--- config.mk ---
export PLATFORM = sky130hd
export DESIGN_NAME = i2c_bus_clear
export DESIGN_NICKNAME = d
export VERILOG_FILES = /design/src/rtl/i2cbc_pkg.sv /design/src/rtl/bc_rst_sync.sv /design/src/rtl/bc_sync.sv /design/src/rtl/bc_timer.sv /design/src/rtl/bc_us_tick.sv /design/src/rtl/bc_seq.sv /design/src/rtl/i2c_bus_clear.sv
export SDC_FILE = /design/constraint.sdc
export NUM_CORES = 1
export LEC_CHECK = 0
export BUFFER_PORTS_ARGS = -buffer_cell sky130_fd_sc_hd__buf_2
export CAP_MARGIN = 25
export CORE_UTILIZATION = 37
export CTS_BUF_LIST = sky130_fd_sc_hd__clkbuf_16
export CTS_CLUSTER_SIZE = 14
export DETAILED_ROUTE_END_ITERATION = 10
export PLACE_DENSITY_LB_ADDON = 0.12
export REMOVE_ABC_BUFFERS = 1
export SLEW_MARGIN = 5
export SYNTH_ARGS = -nofsm -noshare
export SYNTH_HDL_FRONTEND = slang
export SYNTH_SLANG_ARGS = --single-unit
--- constraint.sdc ---
create_clock -name clk -period 3 [get_ports clk]
set_input_delay 0.6 -clock clk [delete_from_list [all_inputs] [get_ports clk]]
set_output_delay 0.6 -clock clk [all_outputs]
set_load 0.03 [all_outputs]
--- src/rtl/i2cbc_pkg.sv ---
package i2cbc_pkg;

  typedef enum logic [3:0] {
    ST_IDLE,
    ST_CHECK,
    ST_DISABLE,
    ST_ARM,
    ST_LOW,
    ST_RISE,
    ST_HIGH,
    ST_GAP,
    ST_STP_LOW,
    ST_STP_SDA,
    ST_STP_RISE,
    ST_STP_HOLD,
    ST_STP_FREE,
    ST_DONE
  } seq_state_e;

endpackage

--- src/rtl/bc_rst_sync.sv ---
module bc_rst_sync (
  input  logic clk,
  input  logic rst_n,
  output logic rst_sync_n
);

  logic [1:0] stage_q;

  always_ff @(posedge clk or negedge rst_n) begin
    if (!rst_n) begin
      stage_q <= 2'b00;
    end else begin
      stage_q <= {stage_q[0], 1'b1};
    end
  end

  assign rst_sync_n = stage_q[1];

endmodule

--- src/rtl/bc_sync.sv ---
module bc_sync #(
  parameter int W      = 2,
  parameter int STAGES = 2
) (
  input  logic         clk,
  input  logic         rst_n,
  input  logic [W-1:0] d_i,
  output logic [W-1:0] q_o
);

  generate
    if (STAGES == 0) begin : g_pass
      assign q_o = d_i;
    end else begin : g_chain
      logic [STAGES-1:0][W-1:0] stg_q;

      always_ff @(posedge clk or negedge rst_n) begin
        if (!rst_n) begin
          stg_q <= '1;
        end else begin
          stg_q[0] <= d_i;
          for (int s = 1; s < STAGES; s++) begin
            stg_q[s] <= stg_q[s-1];
          end
        end
      end

      assign q_o = stg_q[STAGES-1];
    end
  endgenerate

endmodule

--- src/rtl/bc_timer.sv ---
module bc_timer #(
  parameter int W = 13
) (
  input  logic         clk,
  input  logic         rst_n,
  input  logic         load_i,
  input  logic [W-1:0] load_val_i,
  output logic         zero_o
);

  logic [W-1:0] cnt_q, cnt_d;

  always_comb begin
    cnt_d = cnt_q;
    if (load_i) begin
      cnt_d = load_val_i;
    end else if (cnt_q != '0) begin
      cnt_d = cnt_q - W'(1);
    end
  end

  always_ff @(posedge clk or negedge rst_n) begin
    if (!rst_n) begin
      cnt_q <= '0;
    end else begin
      cnt_q <= cnt_d;
    end
  end

  assign zero_o = (cnt_q == '0);

endmodule

--- src/rtl/bc_us_tick.sv ---
module bc_us_tick #(
  parameter int PW = 8
) (
  input  logic          clk,
  input  logic          rst_n,
  input  logic          clr_i,
  input  logic          en_i,
  input  logic [PW-1:0] pre_i,
  output logic          tick_o
);

  logic [PW-1:0] cnt_q, cnt_d;
  logic [PW-1:0] last;

  assign last   = (pre_i == '0) ? '0 : pre_i - PW'(1);
  assign tick_o = en_i && (cnt_q == last);

  always_comb begin
    cnt_d = cnt_q;
    if (clr_i || tick_o) begin
      cnt_d = '0;
    end else if (en_i) begin
      cnt_d = cnt_q + PW'(1);
    end
  end

  always_ff @(posedge clk or negedge rst_n) begin
    if (!rst_n) begin
      cnt_q <= '0;
    end else begin
      cnt_q <= cnt_d;
    end
  end

endmodule

--- src/rtl/bc_seq.sv ---
module bc_seq
  import i2cbc_pkg::*;
#(
  parameter int DIV_W  = 12,
  parameter int USD_W  = 16,
  parameter int PULSES = 9,
  parameter int TRIES  = 9,
  localparam int TW    = DIV_W + 1
) (
  input  logic             clk,
  input  logic             rst_n,
  input  logic             start_i,
  input  logic [DIV_W-1:0] half_div_i,
  input  logic             scl_s_i,
  input  logic             sda_s_i,
  input  logic             tmr_zero_i,
  input  logic             tick_i,
  output logic             tmr_load_o,
  output logic [TW-1:0]    tmr_val_o,
  output logic             tick_clr_o,
  output logic             tick_en_o,
  output logic             scl_oe_o,
  output logic             sda_oe_o,
  output logic             busy_o,
  output logic             done_o,
  output logic             fail_o
);

  localparam int PCW = $clog2(PULSES + 1);
  localparam int TCW = $clog2(TRIES + 1);
  localparam logic [PCW-1:0] PULSE_LAST = PCW'(PULSES);
  localparam logic [TCW-1:0] TRY_LAST   = TCW'(TRIES);

  seq_state_e       state_q, state_d;
  logic [PCW-1:0]   pulse_q, pulse_d, pulse_inc;
  logic [TCW-1:0]   try_q, try_d, try_inc;
  logic [USD_W-1:0] us_q, us_d;
  logic [USD_W-1:0] gap_q, gap_d, gap_calc;
  logic             fail_q, fail_d;
  logic             scl_oe_q, scl_oe_d;
  logic             sda_oe_q, sda_oe_d;
  logic [TW-1:0]    half_ext, dbl_ext;
  logic [USD_W+1:0] base_w, gap_w;

  assign half_ext  = {1'b0, half_div_i};
  assign dbl_ext   = {half_div_i, 1'b0};
  assign pulse_inc = pulse_q + PCW'(1);
  assign try_inc   = try_q + TCW'(1);

  // Inter-attempt gap in microseconds: twice max(2, period_us + 1), saturated.
  always_comb begin
    base_w = {2'b00, us_q} + (USD_W + 2)'(1);
    if (base_w < (USD_W + 2)'(2)) begin
      base_w = (USD_W + 2)'(2);
    end
    gap_w = base_w << 1;
    if (|gap_w[USD_W+1:USD_W]) begin
      gap_calc = '1;
    end else begin
      gap_calc = gap_w[USD_W-1:0];
    end
  end

  always_comb begin
    state_d    = state_q;
    pulse_d    = pulse_q;
    try_d      = try_q;
    us_d       = us_q;
    gap_d      = gap_q;
    fail_d     = fail_q;
    tmr_load_o = 1'b0;
    tmr_val_o  = half_ext;
    tick_clr_o = 1'b0;
    tick_en_o  = (state_q == ST_CHECK) || (state_q == ST_GAP);

    case (state_q)
      ST_IDLE: begin
        if (start_i) begin
          state_d    = ST_CHECK;
          tmr_load_o = 1'b1;
          tmr_val_o  = dbl_ext;
          tick_clr_o = 1'b1;
          us_d       = '0;
          try_d      = '0;
          fail_d     = 1'b0;
        end
      end
      ST_CHECK: begin
        if (!tmr_zero_i) begin
          if (tick_i && !(&us_q)) begin
            us_d = us_q + USD_W'(1);
          end
        end else begin
          gap_d = gap_calc;
          if (sda_s_i && scl_s_i) begin
            state_d = ST_DONE;
          end else begin
            state_d = ST_DISABLE;
          end
        end
      end
      ST_DISABLE: begin
        state_d = ST_ARM;
        pulse_d = '0;
      end
      ST_ARM: begin
        state_d    = ST_LOW;
        tmr_load_o = 1'b1;
      end
      ST_LOW: begin
        if (tmr_zero_i && !scl_s_i) begin
          state_d = ST_RISE;
        end
      end
      ST_RISE: begin
        if (scl_s_i) begin
          state_d    = ST_HIGH;
          tmr_load_o = 1'b1;
        end
      end
      ST_HIGH: begin
        if (tmr_zero_i) begin
          pulse_d = pulse_inc;
          if (sda_s_i) begin
            state_d    = ST_STP_LOW;
            tmr_load_o = 1'b1;
          end else if (pulse_inc == PULSE_LAST) begin
            try_d = try_inc;
            if (try_inc == TRY_LAST) begin
              fail_d  = 1'b1;
              state_d = ST_DONE;
            end else begin
              state_d    = ST_GAP;
              us_d       = gap_q;
              tick_clr_o = 1'b1;
            end
          end else begin
            state_d    = ST_LOW;
            tmr_load_o = 1'b1;
          end
        end
      end
      ST_GAP: begin
        if (us_q == '0) begin
          state_d = ST_DISABLE;
        end else if (tick_i) begin
          us_d = us_q - USD_W'(1);
        end
      end
      ST_STP_LOW: begin
        if (tmr_zero_i && !scl_s_i) begin
          state_d    = ST_STP_SDA;
          tmr_load_o = 1'b1;
        end
      end
      ST_STP_SDA: begin
        if (tmr_zero_i) begin
          state_d = ST_STP_RISE;
        end
      end
      ST_STP_RISE: begin
        if (scl_s_i) begin
          state_d    = ST_STP_HOLD;
          tmr_load_o = 1'b1;
        end
      end
      ST_STP_HOLD: begin
        if (tmr_zero_i) begin
          state_d    = ST_STP_FREE;
          tmr_load_o = 1'b1;
        end
      end
      ST_STP_FREE: begin
        if (tmr_zero_i) begin
          state_d = ST_DONE;
        end
      end
      ST_DONE: begin
        state_d = ST_IDLE;
      end
      default: begin
        state_d = ST_IDLE;
      end
    endcase
  end

  assign scl_oe_d = (state_d == ST_LOW) || (state_d == ST_STP_LOW) ||
                    (state_d == ST_STP_SDA);
  assign sda_oe_d = (state_d == ST_STP_SDA) || (state_d == ST_STP_RISE) ||
                    (state_d == ST_STP_HOLD);

  always_ff @(posedge clk or negedge rst_n) begin
    if (!rst_n) begin
      state_q  <= ST_IDLE;
      pulse_q  <= '0;
      try_q    <= '0;
      us_q     <= '0;
      gap_q    <= '0;
      fail_q   <= 1'b0;
      scl_oe_q <= 1'b0;
      sda_oe_q <= 1'b0;
    end else begin
      state_q  <= state_d;
      pulse_q  <= pulse_d;
      try_q    <= try_d;
      us_q     <= us_d;
      gap_q    <= gap_d;
      fail_q   <= fail_d;
      scl_oe_q <= scl_oe_d;
      sda_oe_q <= sda_oe_d;
    end
  end

  assign scl_oe_o = scl_oe_q;
  assign sda_oe_o = sda_oe_q;
  assign busy_o   = (state_q != ST_IDLE);
  assign done_o   = (state_q == ST_DONE);
  assign fail_o   = fail_q;

endmodule

--- src/rtl/i2c_bus_clear.sv ---
module i2c_bus_clear #(
  parameter int DIV_W       = 12,
  parameter int PRE_W       = 8,
  parameter int USD_W       = 16,
  parameter int PULSES      = 9,
  parameter int TRIES       = 9,
  parameter int SYNC_STAGES = 2
) (
  input  logic             clk,
  input  logic             rst_n,
  input  logic             start_i,
  input  logic [DIV_W-1:0] half_div_i,
  input  logic [PRE_W-1:0] us_pre_i,
  input  logic             scl_i,
  input  logic             sda_i,
  output logic             scl_oe_o,
  output logic             sda_oe_o,
  output logic             busy_o,
  output logic             done_o,
  output logic             fail_o
);

  localparam int TW = DIV_W + 1;

  logic          rst_sync_n;
  logic [1:0]    line_s;
  logic          tmr_load, tmr_zero;
  logic [TW-1:0] tmr_val;
  logic          tick_clr, tick_en, tick;

  bc_rst_sync u_rst (
    .clk        (clk),
    .rst_n      (rst_n),
    .rst_sync_n (rst_sync_n)
  );

  bc_sync #(.W(2), .STAGES(SYNC_STAGES)) u_sync (
    .clk   (clk),
    .rst_n (rst_sync_n),
    .d_i   ({scl_i, sda_i}),
    .q_o   (line_s)
  );

  bc_timer #(.W(TW)) u_timer (
    .clk        (clk),
    .rst_n      (rst_sync_n),
    .load_i     (tmr_load),
    .load_val_i (tmr_val),
    .zero_o     (tmr_zero)
  );

  bc_us_tick #(.PW(PRE_W)) u_tick (
    .clk    (clk),
    .rst_n  (rst_sync_n),
    .clr_i  (tick_clr),
    .en_i   (tick_en),
    .pre_i  (us_pre_i),
    .tick_o (tick)
  );

  bc_seq #(
    .DIV_W  (DIV_W),
    .USD_W  (USD_W),
    .PULSES (PULSES),
    .TRIES  (TRIES)
  ) u_seq (
    .clk        (clk),
    .rst_n      (rst_sync_n),
    .start_i    (start_i),
    .half_div_i (half_div_i),
    .scl_s_i    (line_s[1]),
    .sda_s_i    (line_s[0]),
    .tmr_zero_i (tmr_zero),
    .tick_i     (tick),
    .tmr_load_o (tmr_load),
    .tmr_val_o  (tmr_val),
    .tick_clr_o (tick_clr),
    .tick_en_o  (tick_en),
    .scl_oe_o   (scl_oe_o),
    .sda_oe_o   (sda_oe_o),
    .busy_o     (busy_o),
    .done_o     (done_o),
    .fail_o     (fail_o)
  );

endmodule

Yosys cells after proc, flatten, opt, wreduce, memory -nomap -nowiden
Index checks and enable logic that the tools add are counted.
- register bits: 74
- input bits: 25
- output and inout bits: 5
- add/sub/neg operators: 8
- $lt $le $gt $ge: 1
- equality and inequality tests: 31
- mux-type cells: 61
- reduce and logical (&&, ||, !) cells: 31
- operator list (kind ; number):
    $mux W16 ; 10
    $mux W4 ; 20
    $pmux W16 S4 ; 1
    $mux W13 ; 4
    $pmux W4 S13 ; 1
    $eq A4 B4 Y1 const B ; 12
    $mux W8 ; 3
    $eq A4 B3 Y1 const B ; 5
    $lt A18 B2 Y1 const B ; 1
    $add A16 B1 Y17 const B ; 1
    $mux W17 ; 1
    $add A16 B1 Y16 const B ; 1
    $logic_not A16 Y1 ; 1
    $mux W1 ; 16
    $pmux W4 S2 ; 2
    $reduce_and A16 Y1 ; 1
    $sub A16 B1 Y16 const B ; 1
    $logic_not A13 Y1 ; 1
    $reduce_bool A13 Y1 ; 1
    $sub A13 B1 Y13 const B ; 1
    $ne A2 B2 Y1 const B ; 6
    $reduce_and A10 Y1 ; 1
    $add A4 B1 Y4 const B ; 2
    $add A8 B1 Y8 const B ; 1
    other kinds (18) ; 38

Longest topological paths before layout
- depth after elaboration: 10
- gate-level depth with buffers: 13
- depth with buffers taken out: 11

Hierarchy
From an unflattened synthesis, not the netlist that was laid out.
- cell total of the unflattened synthesis: 673
- area total of the unflattened synthesis: 5843.1 um^2
- by module, submodules not included (module ; instances ; cells an instance ; area each (um^2)):
    bc_seq ; 1 ; 499 ; 4131.5
    bc_us_tick ; 1 ; 83 ; 770.7
    bc_timer ; 1 ; 82 ; 767.0
    bc_sync ; 1 ; 6 ; 120.1
    bc_rst_sync ; 1 ; 3 ; 53.8

Worst setup path before layout
Ideal clock, no wire load.
- path type: register -> register
- from: register u_seq.state_q[2]
- to: register u_seq.us_q[14]
- arrival time: 3.263 ns
- required time: 2.875 ns
- path slack: -0.388 ns
- cell stages (with the launch flop): 13
- buffers on the path: 1
- clock period less this slack: 3.388 ns
- cell sequence: dfrtp_1 clkbuf_1 nor2b_1 nand3_1 inv_1 ha_1 a211oi_1 o21ai_0 a2111oi_0 o41ai_1 xnor2_1 o21ai_0 mux2_4
- longest elaborated chain between the ends: 6
- RTL lines (item ; line ; text):
    start, declared ; bc_seq.sv:34 ; seq_state_e state_q, state_d;
    start signal, assigned ; bc_seq.sv:203 ; state_q <= state_d;
    $eq A4 B1 Y1 or $eq A4 B3 Y1 (tied branches) ; bc_seq.sv:74, bc_seq.sv:76 ;
    $logic_or A1 B1 Y1 ; bc_seq.sv:74 ; tick_en_o = (state_q == ST_CHECK) || (state_q == ST_GAP);
    $logic_and A1 B1 Y1 ; bc_us_tick.sv:16 ; assign tick_o = en_i && (cnt_q == last);
    $logic_and A1 B1 Y1 ; bc_seq.sv:90 ; if (tick_i && !(&us_q)) begin
    $ne A2 B2 Y1 (no line) ; - ;
    $reduce_and A10 Y1 (no line) ; - ;
    end signal, assigned ; bc_seq.sv:206 ; us_q <= us_d;
    end, declared ; bc_seq.sv:37 ; logic [USD_W-1:0] us_q, us_d;
Several ways; a longest one is shown, not always the timed one.
A chain may end at the register's enable or synchronous reset.

Worst setup path in the final report
- from: input port us_pre_i[0]
- to: register u_seq.us_q[2]
- longest elaborated chain between the ends: 7
- RTL lines (item ; line ; text):
    start, declared ; i2c_bus_clear.sv:13 ; input logic [PRE_W-1:0] us_pre_i,
    $sub A8 B1 Y8 or $logic_not A8 Y1 (tied branches) ; bc_us_tick.sv:15 ; assign last = (pre_i == '0) ? '0 : pre_i - PW'(1);
    $mux W8 (*) ; bc_us_tick.sv:15 ;
    $eq A8 B8 Y1 (*) ; bc_us_tick.sv:16 ;
    $logic_and A1 B1 Y1 (*) ; bc_us_tick.sv:16 ;
    $logic_and A1 B1 Y1 ; bc_seq.sv:90 ;
    $ne A2 B2 Y1 (no line) ; - ;
    $reduce_and A10 Y1 (no line) (*) ; - ;
Mark *: on every way between the ends. The rest lies on a longest branch, timed or not.

==> run summary <==
=====================================================================================================
Via-to-Cell Ratio ......................................................................         5.66
Clock Skews ............................................................................   0.00723 ns
Cell type contributing the most total cell area after synthesis ........................      dfrtp_1
Final worst-path setup slack ...........................................................  -0.00249 ns
Type of element capturing the critical path ............................................     register
Overall fraction of global-route tracks in use .........................................        21.1%
Largest stage delay, worst path ........................................................      0.41 ns
Ys async rst share .....................................................................         100%
Antenna violations before repair .......................................................            0
Final non-filler cell total ............................................................          953
Number of buffers inserted during clock tree synthesis .................................            9
Final-report hold violation count ......................................................            0
Gate count of the mapped netlist .......................................................          659
Net count of the finished layout .......................................................          813
Class of the most critical hold timing path ............................................ input port to asynchronous set/reset pin
Final period demand of the worst path ..................................................      3.00 ns
Syn avg cell area ......................................................................     8.60 um2
Max-slew violation count ...............................................................            0
Worst Path Arrival .....................................................................      3.23 ns
Clock input transition at the sequential cells of the worst setup and hold paths .......      0.05 ns
Maximum number of pins on one net before global-route repair ...........................           73
Core area ..............................................................................    14800 um2
Leading cell types by total area after synthesis ....................................... dfrtp_1 31%, ha_1 5.1%, nand2_1 4.8%, mux2i_1 4.6%, xnor2_1 3.7%
Synthesis Warnings .....................................................................            0
Xor/xnor cell area share of the yosys netlist ..........................................        6.49%
Port buffer count ......................................................................           29
Most frequent standard cell in the layout excluding fill and tap cells .................        buf_4
Area share of the largest cell type after synthesis ....................................        30.9%
Layout overhead on the synthesized area ................................................        26.4%
Clock root buffer master ...............................................................    clkbuf_16
Register bit count reported by yosys ...................................................           74
Critical-path top delay cell ...........................................................       or3b_4
First-pass GRT wire length .............................................................     26800 um
H-tree Lvls ............................................................................            3
Via count of the first global-routing pass .............................................         5311
Number of diodes added for antenna fixing ..............................................            0
Post-synthesis simple-gate area fraction ...............................................        23.1%
Starting density of the core ...........................................................        38.4%
First drt pass iteration count .........................................................            5
Row count ..............................................................................           44
Insertion delay to the later sink of the worst-skew pair ...............................      0.35 ns
Headroom to the max-slew limit .........................................................        62.5%
Synthesized cell area ..................................................................     5670 um2
Fraction of synthesized area in multiplexers ...........................................        8.90%
Most frequent cells in the layout ...................................................... 87 x buf_4, 72 x nand2_1, 68 x dfrtp_1
Routed Antenna Nets ....................................................................            0
Die X-Extent ...........................................................................       126 um
Post-synthesis share of cell area spent on full adders, half adders and majority gates .        5.43%
TritonCTS Sinks ........................................................................           74
Violated checks ........................................................................ negative setup slack
Total Die Area .........................................................................    15800 um2
Number of synthesized flops with an enable pin .........................................            0
Count of cell types in the netlist .....................................................           78
Total via count after detailed routing .................................................         5395
CTS Hold Bufs ..........................................................................            0
Primary FF master, synth ...............................................................      dfrtp_1
Fmax ...................................................................................      333 MHz
Crit path required time ................................................................      3.22 ns
Compound-gate portion of the synthesized area ..........................................        19.2%
Sum of internal, switching and leakage power ...........................................      6.42 mW
Startpoint class of the critical path ..................................................   input port
Placed Cells incl. Taps ................................................................          928
Avg WL per Cell ........................................................................      16.8 um
Status ................................................................................. finished, violations left
PwrDens ................................................................................   897 nW/um2
Gp weighted congestion .................................................................        0.852
Leak Pwr ...............................................................................      3.19 nW
WP buf/inv .............................................................................            4
Setup-violating endpoint count in the final report .....................................            1
Number of violations of the max-capacitance limit ......................................            0
Die height .............................................................................       126 um
Max rail drop VDD ......................................................................       323 uV
Share of the cycle needed by the critical path after routing ...........................         100%
Half-perimeter wire length after placement .............................................     11800 um
Sequence of cells on the critical path ................................................. buf_2 > inv_1 > ha_2 > or3b_4 > or3_4 > mux2i_2 > a2111oi_4 > nand4_2 > a211oi_4 > buf_6 > buf_12 > mux2_2
Final routed DRC violation total .......................................................            0
Unrepaired setup endpoints after global routing ........................................         true
Sequential cell area fraction in the yosys report ......................................        32.8%
Number of DRC violations after detailed-routing iteration 0 ............................          315
Share of final-layout standard cells stronger than drive strength 1 ....................        26.5%
Final worst hold slack .................................................................    0.0290 ns
Clock Path Buffers .....................................................................            2
Largest fanout of any net on the critical path .........................................            7
Worst Setup Path Type .................................................................. input port to register
Main combinational cell family by area after synthesis ................................. simple AND/OR/NAND/NOR gates
Largest delay share family, worst path ................................................. simple AND/OR/NAND/NOR gates
CTS tree ...............................................................................         done
Top-Level Pins .........................................................................           30
DRT Wirelength .........................................................................     16000 um
Gr ovfl total ..........................................................................            0
Transition at the pin with the smallest max-transition slack ...........................     0.559 ns
=====================================================================================================
## layer usage
layer / up-vias / global-route usage [%] / wire [um]
met5: - / 0 / 0
met3: 18 / 3.61 / 623
met1: 2625 / 27.9 / 7300
met2: 125 / 35.5 / 7850
met4: 0 / 5.81 / 201
li1: 2627 / - / -
## report_power, final
group	total (mW)	internal [mW]	switching, mW	leakage [nW]
registers	1.58	1.26	0.322	0.965
logic	3.89	1.87	2.02	2.08
clock network	0.943	0.539	0.405	0.141
## cell families (layout without fill, tap and decap cells)
kind of cell / count (synthesis) / count (layout)
adders and majority gates: 24 / 24
xor gates and xnor gates: 42 / 42
muxes: 46 / 46
AOI/OAI and AO/OA: 159 / 159
and+or+nand+nor: 256 / 256
DFF: 74 / 74
buffers and inverters: 57 / 167
other: 1 / 1
## flip-flops by register name, indices dropped and copies added, names as in the netlist
register / flops
u_tick.cnt_q: 8
u_sync.q_o: 2
u_rst.stage_q: 2
u_seq.sda_oe_o: 1
u_seq.pulse_q: 4
u_seq.try_q: 4
u_seq.fail_o: 1
u_sync.g_chain.stg_q: 2
u_seq.gap_q: 16
u_seq.scl_oe_o: 1
u_timer.cnt_q: 13
u_seq.us_q: 16
u_seq.state_q: 4
## final timing paths
kind	from	endpoint	slack [ns]	cells past startpoint
worst min-delay path	rst_n	u_rst.stage_q[1]	0.03	1
worst max register to register	u_seq.state_q[2]	u_seq.us_q[14]	0.05	15
worst min register to register	u_rst.stage_q[1]	u_timer.cnt_q[2]	0.21	0
worst max-delay path	us_pre_i[0]	u_seq.us_q[2]	-0.002	12
max in group asynchronous	u_rst.stage_q[1]	u_seq.gap_q[10]	2.22	1
min in group clk	scl_i	u_sync.g_chain.stg_q[1]	0.36	1
## metrics by stage
stage,setup slack [ns],TNS (ns),cell area (um2),utilization (%)
after floorplan,-0.589,-12.38,5540,-
after global placement,-0.394,-5.66,6590,44.7
after detailed placement,-0.471,-6.88,6590,44.7
after CTS,-0.0190,-0.0190,7020,47.6
after global routing,-0.126,-1.54,7160,48.5
final,-0.00249,-0.00249,7160,48.5
## area by class of cell
| class | count | area, um2 |
|---|---|---|
| Clock buffer | 9 | 225 |
| Clock inverter | 7 | 26.3 |
| Fill cell | 1465 | 7590 |
| Inverter | 27 | 101 |
| Multi-Input combinational cell | 528 | 3770 |
| Sequential cell | 74 | 1860 |
| Tap cell | 184 | 230 |
| Timing Repair Buffer | 124 | 942 |
## Yosys cell counts, types with 3 or more instances
master,count
a22oi_1,3
a41oi_1,3
o22ai_1,3
nor3_1,20
and2_1,6
nand4_1,14
nor3b_1,3
and3_1,3
o21ai_0,41
nor2_1,55
mux2_2,15
nor2b_1,6
nand3_1,23
xnor2_1,24
o211ai_1,12
a21oi_1,31
nand2b_1,7
mux2i_1,26
o21bai_1,3
o31ai_1,6
inv_1,27
a311o_1,3
or3_1,10
dfrtp_1,70
xor2_1,18
dfstp_2,4
clkbuf_1,26
or4_1,6
a22o_1,7
a211oi_1,8
and4_1,3
nand2_1,72
or2_2,4
nor4_1,9
mux2_4,5
a21o_1,5
o31a_1,3
ha_1,23
a31oi_1,6
## timing repair
item	4_1_cts	5_1_grt
pin swaps	3	7
setup buffers	4	3
endpoints found under the setup margin	19	36
resized for setup	28	21
cloned	1	0
Note: power is estimated with default switching activity, not from simulation.
